<file path="src/rtl/pac_pkg.sv">
package pac_pkg;
    localparam int ADDR_W     = 10;
    localparam int DATA_W     = 32;
    localparam int OFF_W      = 1;
    localparam int IDX_W      = 3;
    localparam int LINE_WORDS = 1 << OFF_W;
    localparam int LINES      = 1 << IDX_W;
    localparam int TAG_W      = ADDR_W - IDX_W - OFF_W;
    localparam int STAG_W     = TAG_W + 1;
    localparam int LINE_W     = LINE_WORDS * DATA_W;
    localparam int BLK_W      = ADDR_W - OFF_W;

    typedef enum logic [1:0] {
        CLS_NONE   = 2'd0,
        CLS_FAST   = 2'd1,
        CLS_PSEUDO = 2'd2,
        CLS_MISS   = 2'd3
    } acc_class_e;

    typedef enum logic [1:0] {
        S_IDLE  = 2'd0,
        S_PROBE = 2'd1,
        S_FILL  = 2'd2
    } ctl_state_e;

    typedef struct packed {
        logic [TAG_W-1:0] tag;
        logic [IDX_W-1:0] idx;
        logic [OFF_W-1:0] off;
    } addr_t;

    typedef struct packed {
        logic              valid;
        logic [STAG_W-1:0] stag;
        logic [LINE_W-1:0] data;
    } line_t;

    function automatic logic [IDX_W-1:0] partner_idx(input logic [IDX_W-1:0] i);
        return i ^ (IDX_W'(1) << (IDX_W - 1));
    endfunction

    function automatic logic [STAG_W-1:0] stored_tag(input addr_t a);
        return {a.tag, a.idx[IDX_W-1]};
    endfunction

    function automatic logic [DATA_W-1:0] pick_word(input logic [LINE_W-1:0] d,
                                                    input logic [OFF_W-1:0] o);
        return d[int'(o)*DATA_W +: DATA_W];
    endfunction

    function automatic logic [LINE_W-1:0] put_word(input logic [LINE_W-1:0] d,
                                                   input logic [OFF_W-1:0] o,
                                                   input logic [DATA_W-1:0] w);
        logic [LINE_W-1:0] r;
        r = d;
        r[int'(o)*DATA_W +: DATA_W] = w;
        return r;
    endfunction
endpackage

</file>
<file path="src/rtl/pac_line_store.sv">
module pac_line_store
    import pac_pkg::*;
(
    input  logic             clk,
    input  logic             rst,
    input  logic [IDX_W-1:0] rd_a_idx,
    output line_t            rd_a,
    input  logic [IDX_W-1:0] rd_b_idx,
    output line_t            rd_b,
    input  logic             wa_en,
    input  logic [IDX_W-1:0] wa_idx,
    input  line_t            wa_line,
    input  logic             wb_en,
    input  logic [IDX_W-1:0] wb_idx,
    input  line_t            wb_line
);
    logic              valid_q [LINES];
    logic [STAG_W-1:0] stag_q  [LINES];
    logic [LINE_W-1:0] data_q  [LINES];

    for (genvar g = 0; g < LINES; g++) begin : g_slot
        always_ff @(posedge clk) begin
            if (rst) begin
                valid_q[g] <= 1'b0;
            end else if (wa_en && wa_idx == IDX_W'(g)) begin
                valid_q[g] <= wa_line.valid;
            end else if (wb_en && wb_idx == IDX_W'(g)) begin
                valid_q[g] <= wb_line.valid;
            end
        end

        always_ff @(posedge clk) begin
            if (wa_en && wa_idx == IDX_W'(g)) begin
                stag_q[g] <= wa_line.stag;
                data_q[g] <= wa_line.data;
            end else if (wb_en && wb_idx == IDX_W'(g)) begin
                stag_q[g] <= wb_line.stag;
                data_q[g] <= wb_line.data;
            end
        end
    end

    always_comb begin
        rd_a = '{valid: valid_q[rd_a_idx], stag: stag_q[rd_a_idx], data: data_q[rd_a_idx]};
        rd_b = '{valid: valid_q[rd_b_idx], stag: stag_q[rd_b_idx], data: data_q[rd_b_idx]};
    end

    // a swap or a displacement must touch two different slots
    assert_swap_distinct_R4: assert property (@(posedge clk) disable iff (rst)
        (wa_en && wb_en) |-> (wa_idx != wb_idx));
endmodule

</file>
<file path="src/rtl/pac_ctrl.sv">
module pac_ctrl
    import pac_pkg::*;
(
    input  logic              clk,
    input  logic              rst,
    input  logic              cpu_req,
    input  logic              cpu_we,
    input  logic [ADDR_W-1:0] cpu_addr,
    input  logic [DATA_W-1:0] cpu_wdata,
    output logic              cpu_done,
    output logic [1:0]        cpu_class,
    output logic [DATA_W-1:0] cpu_rdata,
    output logic              mem_rd_req,
    output logic [BLK_W-1:0]  mem_rd_addr,
    input  logic              mem_rd_valid,
    input  logic [LINE_W-1:0] mem_rd_line,
    output logic              mem_wr,
    output logic [ADDR_W-1:0] mem_wr_addr,
    output logic [DATA_W-1:0] mem_wr_data,
    output logic [IDX_W-1:0]  a_idx,
    input  line_t             a_line,
    output logic [IDX_W-1:0]  b_idx,
    input  line_t             b_line,
    output logic              wa_en,
    output logic [IDX_W-1:0]  wa_idx,
    output line_t             wa_line,
    output logic              wb_en,
    output logic [IDX_W-1:0]  wb_idx,
    output line_t             wb_line
);
    ctl_state_e        state_q;
    addr_t             lat_addr_q;
    logic              lat_we_q;
    logic [DATA_W-1:0] lat_wdata_q;
    logic              done_q;
    acc_class_e        cls_q;
    logic [DATA_W-1:0] rdata_q;
    logic              rd_req_q;
    logic              wr_q;
    logic [ADDR_W-1:0] wr_addr_q;
    logic [DATA_W-1:0] wr_data_q;

    addr_t cur;
    logic  a_hit;
    logic  b_hit;

    assign cur    = (state_q == S_IDLE) ? addr_t'(cpu_addr) : lat_addr_q;
    assign a_idx  = cur.idx;
    assign b_idx  = partner_idx(cur.idx);
    assign wa_idx = a_idx;
    assign wb_idx = b_idx;
    assign a_hit  = a_line.valid && (a_line.stag == stored_tag(cur));
    assign b_hit  = b_line.valid && (b_line.stag == stored_tag(cur));

    always_comb begin
        wa_en   = 1'b0;
        wa_line = a_line;
        wb_en   = 1'b0;
        wb_line = a_line;
        unique case (state_q)
            S_IDLE: begin
                if (cpu_req && a_hit && cpu_we) begin
                    wa_en        = 1'b1;
                    wa_line.data = put_word(a_line.data, cur.off, cpu_wdata);
                end
            end
            S_PROBE: begin
                if (b_hit) begin
                    wa_en   = 1'b1;
                    wa_line = b_line;
                    if (lat_we_q) begin
                        wa_line.data = put_word(b_line.data, cur.off, lat_wdata_q);
                    end
                    wb_en   = 1'b1;
                    wb_line = a_line;
                end
            end
            S_FILL: begin
                if (mem_rd_valid) begin
                    wa_en   = 1'b1;
                    wa_line = '{valid: 1'b1, stag: stored_tag(cur), data: mem_rd_line};
                    wb_en   = a_line.valid;
                    wb_line = a_line;
                end
            end
            default: ;
        endcase
    end

    always_ff @(posedge clk) begin
        if (rst) begin
            state_q     <= S_IDLE;
            lat_addr_q  <= '0;
            lat_we_q    <= 1'b0;
            lat_wdata_q <= '0;
            done_q      <= 1'b0;
            cls_q       <= CLS_NONE;
            rdata_q     <= '0;
            rd_req_q    <= 1'b0;
            wr_q        <= 1'b0;
            wr_addr_q   <= '0;
            wr_data_q   <= '0;
        end else begin
            done_q <= 1'b0;
            cls_q  <= CLS_NONE;
            wr_q   <= 1'b0;
            unique case (state_q)
                S_IDLE: begin
                    if (cpu_req) begin
                        lat_addr_q  <= cur;
                        lat_we_q    <= cpu_we;
                        lat_wdata_q <= cpu_wdata;
                        if (a_hit) begin
                            done_q    <= 1'b1;
                            cls_q     <= CLS_FAST;
                            rdata_q   <= pick_word(a_line.data, cur.off);
                            wr_q      <= cpu_we;
                            wr_addr_q <= cpu_addr;
                            wr_data_q <= cpu_wdata;
                        end else begin
                            state_q <= S_PROBE;
                        end
                    end
                end
                S_PROBE: begin
                    wr_addr_q <= lat_addr_q;
                    wr_data_q <= lat_wdata_q;
                    if (b_hit) begin
                        done_q  <= 1'b1;
                        cls_q   <= CLS_PSEUDO;
                        rdata_q <= pick_word(b_line.data, cur.off);
                        wr_q    <= lat_we_q;
                        state_q <= S_IDLE;
                    end else if (lat_we_q) begin
                        done_q  <= 1'b1;
                        cls_q   <= CLS_MISS;
                        wr_q    <= 1'b1;
                        state_q <= S_IDLE;
                    end else begin
                        rd_req_q <= 1'b1;
                        state_q  <= S_FILL;
                    end
                end
                S_FILL: begin
                    if (mem_rd_valid) begin
                        rd_req_q <= 1'b0;
                        done_q   <= 1'b1;
                        cls_q    <= CLS_MISS;
                        rdata_q  <= pick_word(mem_rd_line, cur.off);
                        state_q  <= S_IDLE;
                    end
                end
                default: state_q <= S_IDLE;
            endcase
        end
    end

    assign cpu_done    = done_q;
    assign cpu_class   = cls_q;
    assign cpu_rdata   = rdata_q;
    assign mem_rd_req  = rd_req_q;
    assign mem_rd_addr = {lat_addr_q.tag, lat_addr_q.idx};
    assign mem_wr      = wr_q;
    assign mem_wr_addr = wr_addr_q;
    assign mem_wr_data = wr_data_q;

    assert_fast_latency_R1: assert property (@(posedge clk) disable iff (rst)
        (state_q == S_IDLE && cpu_req && a_hit) |=> (cpu_done && cpu_class == CLS_FAST));

    assert_pseudo_path_R3: assert property (@(posedge clk) disable iff (rst)
        (cpu_done && cpu_class == CLS_PSEUDO) |-> ($past(state_q) == S_PROBE && $past(state_q, 2) == S_IDLE));

    assert_fill_hold_R5: assert property (@(posedge clk) disable iff (rst)
        (mem_rd_req && !mem_rd_valid) |=> mem_rd_req);

    assert_write_nofill_R9: assert property (@(posedge clk) disable iff (rst)
        (state_q == S_PROBE && lat_we_q) |=> !mem_rd_req);

    assert_class_quiet_R10: assert property (@(posedge clk) disable iff (rst)
        !cpu_done |-> (cpu_class == CLS_NONE));

    assert_wr_with_done_R8: assert property (@(posedge clk) disable iff (rst)
        mem_wr |-> cpu_done);
endmodule

</file>
<file path="src/rtl/pac_cache.sv">
module pac_cache
    import pac_pkg::*;
(
    input  logic              clk,
    input  logic              rst,
    input  logic              cpu_req,
    input  logic              cpu_we,
    input  logic [ADDR_W-1:0] cpu_addr,
    input  logic [DATA_W-1:0] cpu_wdata,
    output logic              cpu_done,
    output logic [1:0]        cpu_class,
    output logic [DATA_W-1:0] cpu_rdata,
    output logic              mem_rd_req,
    output logic [BLK_W-1:0]  mem_rd_addr,
    input  logic              mem_rd_valid,
    input  logic [LINE_W-1:0] mem_rd_line,
    output logic              mem_wr,
    output logic [ADDR_W-1:0] mem_wr_addr,
    output logic [DATA_W-1:0] mem_wr_data
);
    logic [IDX_W-1:0] a_idx, b_idx, wa_idx, wb_idx;
    line_t            a_line, b_line, wa_line, wb_line;
    logic             wa_en, wb_en;

    pac_ctrl u_ctrl (
        .clk(clk), .rst(rst),
        .cpu_req(cpu_req), .cpu_we(cpu_we), .cpu_addr(cpu_addr), .cpu_wdata(cpu_wdata),
        .cpu_done(cpu_done), .cpu_class(cpu_class), .cpu_rdata(cpu_rdata),
        .mem_rd_req(mem_rd_req), .mem_rd_addr(mem_rd_addr),
        .mem_rd_valid(mem_rd_valid), .mem_rd_line(mem_rd_line),
        .mem_wr(mem_wr), .mem_wr_addr(mem_wr_addr), .mem_wr_data(mem_wr_data),
        .a_idx(a_idx), .a_line(a_line), .b_idx(b_idx), .b_line(b_line),
        .wa_en(wa_en), .wa_idx(wa_idx), .wa_line(wa_line),
        .wb_en(wb_en), .wb_idx(wb_idx), .wb_line(wb_line)
    );

    pac_line_store u_store (
        .clk(clk), .rst(rst),
        .rd_a_idx(a_idx), .rd_a(a_line),
        .rd_b_idx(b_idx), .rd_b(b_line),
        .wa_en(wa_en), .wa_idx(wa_idx), .wa_line(wa_line),
        .wb_en(wb_en), .wb_idx(wb_idx), .wb_line(wb_line)
    );

    // the second probe always reads the slot with the inverted top index bit
    assert_partner_probe_R2: assert property (@(posedge clk) disable iff (rst)
        wb_en |-> (wb_idx == (wa_idx ^ (IDX_W'(1) << (IDX_W - 1)))));
endmodule

</file>
<file path="config.mk">
export PLATFORM = sky130hd
export DESIGN_NAME = pac_cache
export DESIGN_NICKNAME = d
export VERILOG_FILES = /design/src/rtl/pac_pkg.sv /design/src/rtl/pac_line_store.sv /design/src/rtl/pac_ctrl.sv /design/src/rtl/pac_cache.sv
export SDC_FILE = /design/constraint.sdc
export NUM_CORES = 2
export LEC_CHECK = 0
export BUFFER_PORTS_ARGS = -buffer_cell sky130_fd_sc_hd__buf_4
export CORE_MARGIN = 5
export CORE_UTILIZATION = 25
export CTS_CLUSTER_DIAMETER = 50
export DETAILED_ROUTE_END_ITERATION = 8
export MAX_ROUTING_LAYER = met4
export PLACE_DENSITY = 0.47
export SLEW_MARGIN = 20
export SYNTH_ARGS = -nofsm -noshare
export SYNTH_HDL_FRONTEND = slang
export SYNTH_SLANG_ARGS = --single-unit
</file>
<file path="constraint.sdc">
create_clock -name clk -period 11.45 [get_ports clk]
set_input_delay 0.5725 -clock clk [delete_from_list [all_inputs] [get_ports clk]]
set_output_delay 0.5725 -clock clk [all_outputs]
set_load 0.005 [all_outputs]
</file>
# Word level (Yosys, flattened, before mapping)
# Memory sizes are Yosys's and may differ from the RTL's.
# Index checks and enable logic that the tools add are counted.
op_classes:
  add_sub_neg: 1
  n_eq_ne: 25
  shift: 6
  n_mux: 193
  n_bitwise: 33
  n_reduce_logical: 43
op_table:
  columns: ["op", "n"]
  rows:
  - ["64-bit two-way mux", 16]
  - ["64-bit OR reduction", 6]
  - ["32-bit two-way mux", 6]
  - ["64-bit one-hot mux with 3 select lines", 1]
  - ["64-bit by 7-bit indexed part select with 32-bit output", 3]
  - ["72-bit two-way mux", 2]
  - ["64-bit bitwise mux", 2]
  - ["32-bit by 33-bit indexed part select with 64-bit output", 2]
  - ["1-bit two-way mux", 117]
  - ["7-bit two-way mux", 14]
  - ["32-bit one-hot mux with 3 select lines", 1]
  - ["32-bit one-hot mux with 2 select lines", 1]
  - ["32-bit by 33-bit variable shift with 64-bit output (first input constant)", 1]
  - ["7-bit OR reduction", 6]
  - ["3-bit two-way mux", 12]
  - ["6-bit negator with 33-bit output", 1]
  - ["1-bit OR", 32]
  - ["10-bit two-way mux", 3]
  - ["3-bit equality test (second input constant)", 8]
  - ["1-bit logical AND", 20]
  - ["10-bit one-hot mux with 2 select lines", 1]
  - ["2-bit two-way mux", 9]
  - ["8-bit one-hot mux with 2 select lines", 1]
  - ["7-bit equality test", 2]
  - ["18 further kinds", 34]
totals:
  regBits: 124
  ram_bits: 576
  output_inout_bits: 88
  wordCells: 317
  mem_count: 3
memory_table:
  columns: ["memory", "depth", "word_bits", "read_ports", "rd_clocked_by_memory_dff", "wr", "line", "source"]
  rows:
  - ["u_store.data_q", 8, 64, 2, 0, 2, "pac_line_store.sv:19", "logic [LINE_W-1:0] data_q [LINES];"]
  - ["u_store.stag_q", 8, 7, 2, 0, 2, "pac_line_store.sv:18", "logic [STAG_W-1:0] stag_q [LINES];"]
  - ["u_store.valid_q", 8, 1, 2, 0, 8, "pac_line_store.sv:17", "logic valid_q [LINES];"]

# Longest topological paths before layout
# An unclocked memory read counts as a cell.
logic_depth:
  ltp_word: 17
  ltp_mapped: 16
  depth_no_buf: 11

# Cells and area by module
# A second synthesis with hierarchy kept.
hier_totals:
  cells_unflattened: 3144
  hier_area_um2: 43505.5
modules_own_cells:
  columns: ["module", "instances", "cells_per_inst", "area_each_um2", "seq_area_each_um2"]
  rows:
  - ["pac_line_store", 1, 1774, 32874.0, 17296.6]
  - ["pac_ctrl", 1, 1370, 10631.4, 2482.4]

# Worst setup path before layout
# No wires, ideal clock.
synth_timing:
  kind: "register -> register"
  start: "register u_ctrl.state_q[0]"
  end: "memory u_store.data_q[0][0] (netlist name), enable pin"
  setup_ns: 0.515
  arrival_time_ns: 6.315
  slack_ns: 4.620
  stages_incl_launch_ff: 14
  n_path_buf: 2
  cell_sequence: "dfxtp_1 > inv_1 > ha_1 > mux2_2 > buf_4 > buf_6 > mux4_2 > a222oi_1 > xor2_1 > a21boi_1 > nand4b_1 > o211ai_2 > nand2_1 > o21bai_1"
synth_rtl:
  columns: ["item", "line", "source"]
  rows:
  - ["from (decl)", "pac_ctrl.sv:31", "ctl_state_e state_q;"]
  - ["from (signal assigned)", "pac_ctrl.sv:92", "state_q <= S_IDLE;"]
  - ["from (signal assigned)", "pac_ctrl.sv:121", "state_q <= S_PROBE;"]
  - ["from (signal assigned)", "pac_ctrl.sv:133", "state_q <= S_IDLE;"]
  - ["to (decl)", "pac_line_store.sv:19", null]

==> results.json <==
{
  "drt_iter0_markers": 3761,
  "antenna_found_initial": 2,
  "wl_met3_um": 12170,
  "netlist.area_leader.share": 0.4013,
  "final.min_clock_period_ps": 7132,
  "core-area_sq_mm": 0.1715,
  "vias_per_cell": 5.584,
  "pwr-share-seq": 0.339,
  "final_util": 0.2928,
  "drive_gt1_frac": 0.1992,
  "final_cell_mix": "nor2_1 (751), a211oi_1 (582), edfxtp_1 (576), nand2_1 (466), mux4_2 (289)",
  "wirelength_um": 182100,
  "initial_core_util": 0.2512,
  "syn_area_sq_mm": 0.04310,
  "yosysWarnings": 0,
  "max-vdd-ir-drop_mv": 0.1240,
  "synth_area_leaders": "edfxtp_1 (40%), mux4_2 (15%), a211oi_1 (10%)",
  "fill_cells": 17690,
  "wl_per_cell_um": 28.25,
  "synth_cell_types": 62,
  "fin_skew_ps": 38.63,
  "cts_max_level": 3,
  "synth_edf_count": 576,
  "cp-start-kind": "flop",
  "wl_met2_um": 86240,
  "total_power_w": 0.009043,
  "synth_top_area_cell": "edfxtp_1",
  "p_leak_nw": 17.04,
  "netSwitchingPower_w": 0.003196,
  "crit_required_ps": 11770,
  "async_reset_ff_frac": 0,
  "ant_nets": 0,
  "final_common_cell": "nor2_1",
  "pwr-share-clk": 0.351,
  "die_y_um": 425.2,
  "fp-row-count": 152,
  "syn-num-nets": 4188,
  "setup_viol": 0,
  "clock_latency_ps": 720,
  "post_cts_buffers": 0,
  "dp_cells": 6262,
  "finalSetupTns_ps": 0,
  "nNetsFinal": 4168,
  "crit_path_top_delay_cell": "buf_4",
  "arrival_ps": 7450,
  "p_sw_frac": 0.3535,
  "num_vias": 36000,
  "max_stage_delay_ps": 950,
  "ys.flop_type": "edfxtp_1",
  "cts_root_buf": "clkbuf_16",
  "worstPathCellList": "inv_1, ha_4, buf_12, mux2_8, mux4_2, a222oi_1, xor2_1, a21boi_1, nand4b_1, o211ai_2, o21ai_1, nor2_4, buf_4",
  "die_w_um": 425.2,
  "post_cts_resized": 0,
  "max_freq_ghz": 0.1402,
  "grt_pass1_vias": 35310,
  "ys_seq_area_frac": 0.4589,
  "ys_ff_latch": 700,
  "multiInputGateArea_sq_mm": 0.02199,
  "cap_violations": 0,
  "power_frac_comb": 0.310,
  "io_buffers": 198,
  "grt-ovfl-total": 0,
  "place_hpwl_um": 106100,
  "cts_tree": "built",
  "first_pass_iters": 5,
  "cts_buffer_depth": 3,
  "p_int_w": 0.005847,
  "clkSlewWorstSetupHoldPaths_ps": 60,
  "rsz0062_at_grt": "no",
  "critical_path_class": "flop to flop",
  "grt_pass1_wl_um": 259100,
  "synthCells": 4073,
  "wl_met1_um": 73630,
  "synth.avg_cell_area_sq_um": 10.58,
  "relSlewSlack": 0.2215,
  "grt_max_degree": 112,
  "globalRouteTotalUtil": 0.2000,
  "crit_path_end_kind": "flop",
  "fp.dieArea_sq_mm": 0.1808,
  "cts_hold_buf": 0,
  "powerDensity_mw_per_mm2": 180.1,
  "final_cells": 6448,
  "post-route-period-util": 0.6229,
  "cts_buffers": 99,
  "remaining_drc_errors": 0,
  "area.growth.synth_to_final_pct": 16.53,
  "hp-class": "input port to flop",
  "seq_area_sq_mm": 0.01978,
  "status": "complete, no violations",
  "highest_layer": "met4",
  "gp_congestion": 0.8641,
  "io_pins": 199,
  "finalHoldViolCount": 0,
  "clkSinkCount": 700,
  "holdWs_ps": 124.6,
  "tightest_slew_ps": 1159,
  "worstPathMaxFanout": 106,
  "slew_violations": 0
}
[worst max-delay path, delay by kind of cell, from the launching register on]
family          cells  cell delay (ps)
flops               1              370
mux                 2             1370
xor+xnor            1              310
compound gates      4             1430
fa+ha+maj           1              360
simple gates        2             1070
buf+inv             3             1680
[per-layer routing]
layer | up-vias | global-route usage
li1 | 15570 | -
met1 | 18380 | 0.2484
met2 | 1624 | 0.3216
met3 | 436 | 0.02496
met4 | 0 | 0.1017
met5 | - | -
[Yosys cell counts (all sizes together) (74+ instances only)]
cell type,count
a211oi,586
a21oi,231
buf,122
clkbuf,270
dfxtp,124
edfxtp,576
mux2i,215
mux4,289
nand2,467
nor2,764
nor3,74
o21ai,155
[sequential cells by signal (all words and copies together) (netlist names)]
| name | flops |
|---|---|
| u_ctrl.cpu_class | 2 |
| u_ctrl.cpu_done | 1 |
| u_ctrl.cpu_rdata | 32 |
| u_ctrl.lat_addr_q | 1 |
| u_ctrl.lat_wdata_q | 32 |
| u_ctrl.lat_we_q | 1 |
| u_ctrl.mem_rd_addr | 9 |
| u_ctrl.mem_rd_req | 1 |
| u_ctrl.mem_wr | 1 |
| u_ctrl.mem_wr_addr | 10 |
| u_ctrl.mem_wr_data | 32 |
| u_ctrl.state_q | 2 |
| u_store.data_q | 512 |
| u_store.stag_q | 56 |
| u_store.valid_q | 8 |
[kinds of logic after synthesis]
logic type,Yosys count,synth area share
and+or+nand+nor,1369,0.1297
adders and majority gates,4,0.001161
xor gates and xnor gates,1,0.0002033
muxes,511,0.2030
AOI/OAI and AO/OA,1082,0.1672
DFF,700,0.4589
buffers and inverters,406,0.03980
[power groups by stage]
stage	combinational [W]	sequential (W)	clock (W)
6_report	0.00280	0.00306	0.00318
5_1_grt	0.00301	0.00307	0.00332
4_1_cts	0.00278	0.00306	0.00322
3_5_place_dp	0.00278	0.00312	0
3_3_place_gp	0.00274	0.00311	0
2_1_floorplan	0.00188	0.00310	0
[area by class of cell]
| cell class | count | share of cell area |
|---|---|---|
| Multi-Input combinational cell | 2967 | 0.4378 |
| Clock inverter | 68 | 0.01383 |
| Clock buffer | 116 | 0.05291 |
| Tap cell | 2310 | 0.05755 |
| Timing Repair Buffer | 271 | 0.04295 |
| Sequential cell | 700 | 0.3938 |
| Antenna cell | 2 | 0.00009965 |
| Inverter | 14 | 0.001046 |
[per-stage QoR]
step           worst slack [ps]  area, sq um
2_1_floorplan              4620        43100
3_3_place_gp               4294        46770
5_1_grt                    3903        50220
3_5_place_dp               4217        46860
6_report                   4318        50220
4_1_cts                    4199        50210
[final timing paths]
path	to	slack (ps)	startpoint	depth (start not counted)
max	u_store.data_q[3][17]	4320	u_ctrl.state_q[0]	13
max reg2reg	u_store.data_q[3][17]	4320	u_ctrl.state_q[0]	13
min	u_ctrl.mem_rd_addr[7]	120	cpu_addr[8]	3
min reg2reg	u_ctrl.lat_wdata_q[12]	490	u_ctrl.lat_wdata_q[12]	2
Power figures use the tool's default switching activity.
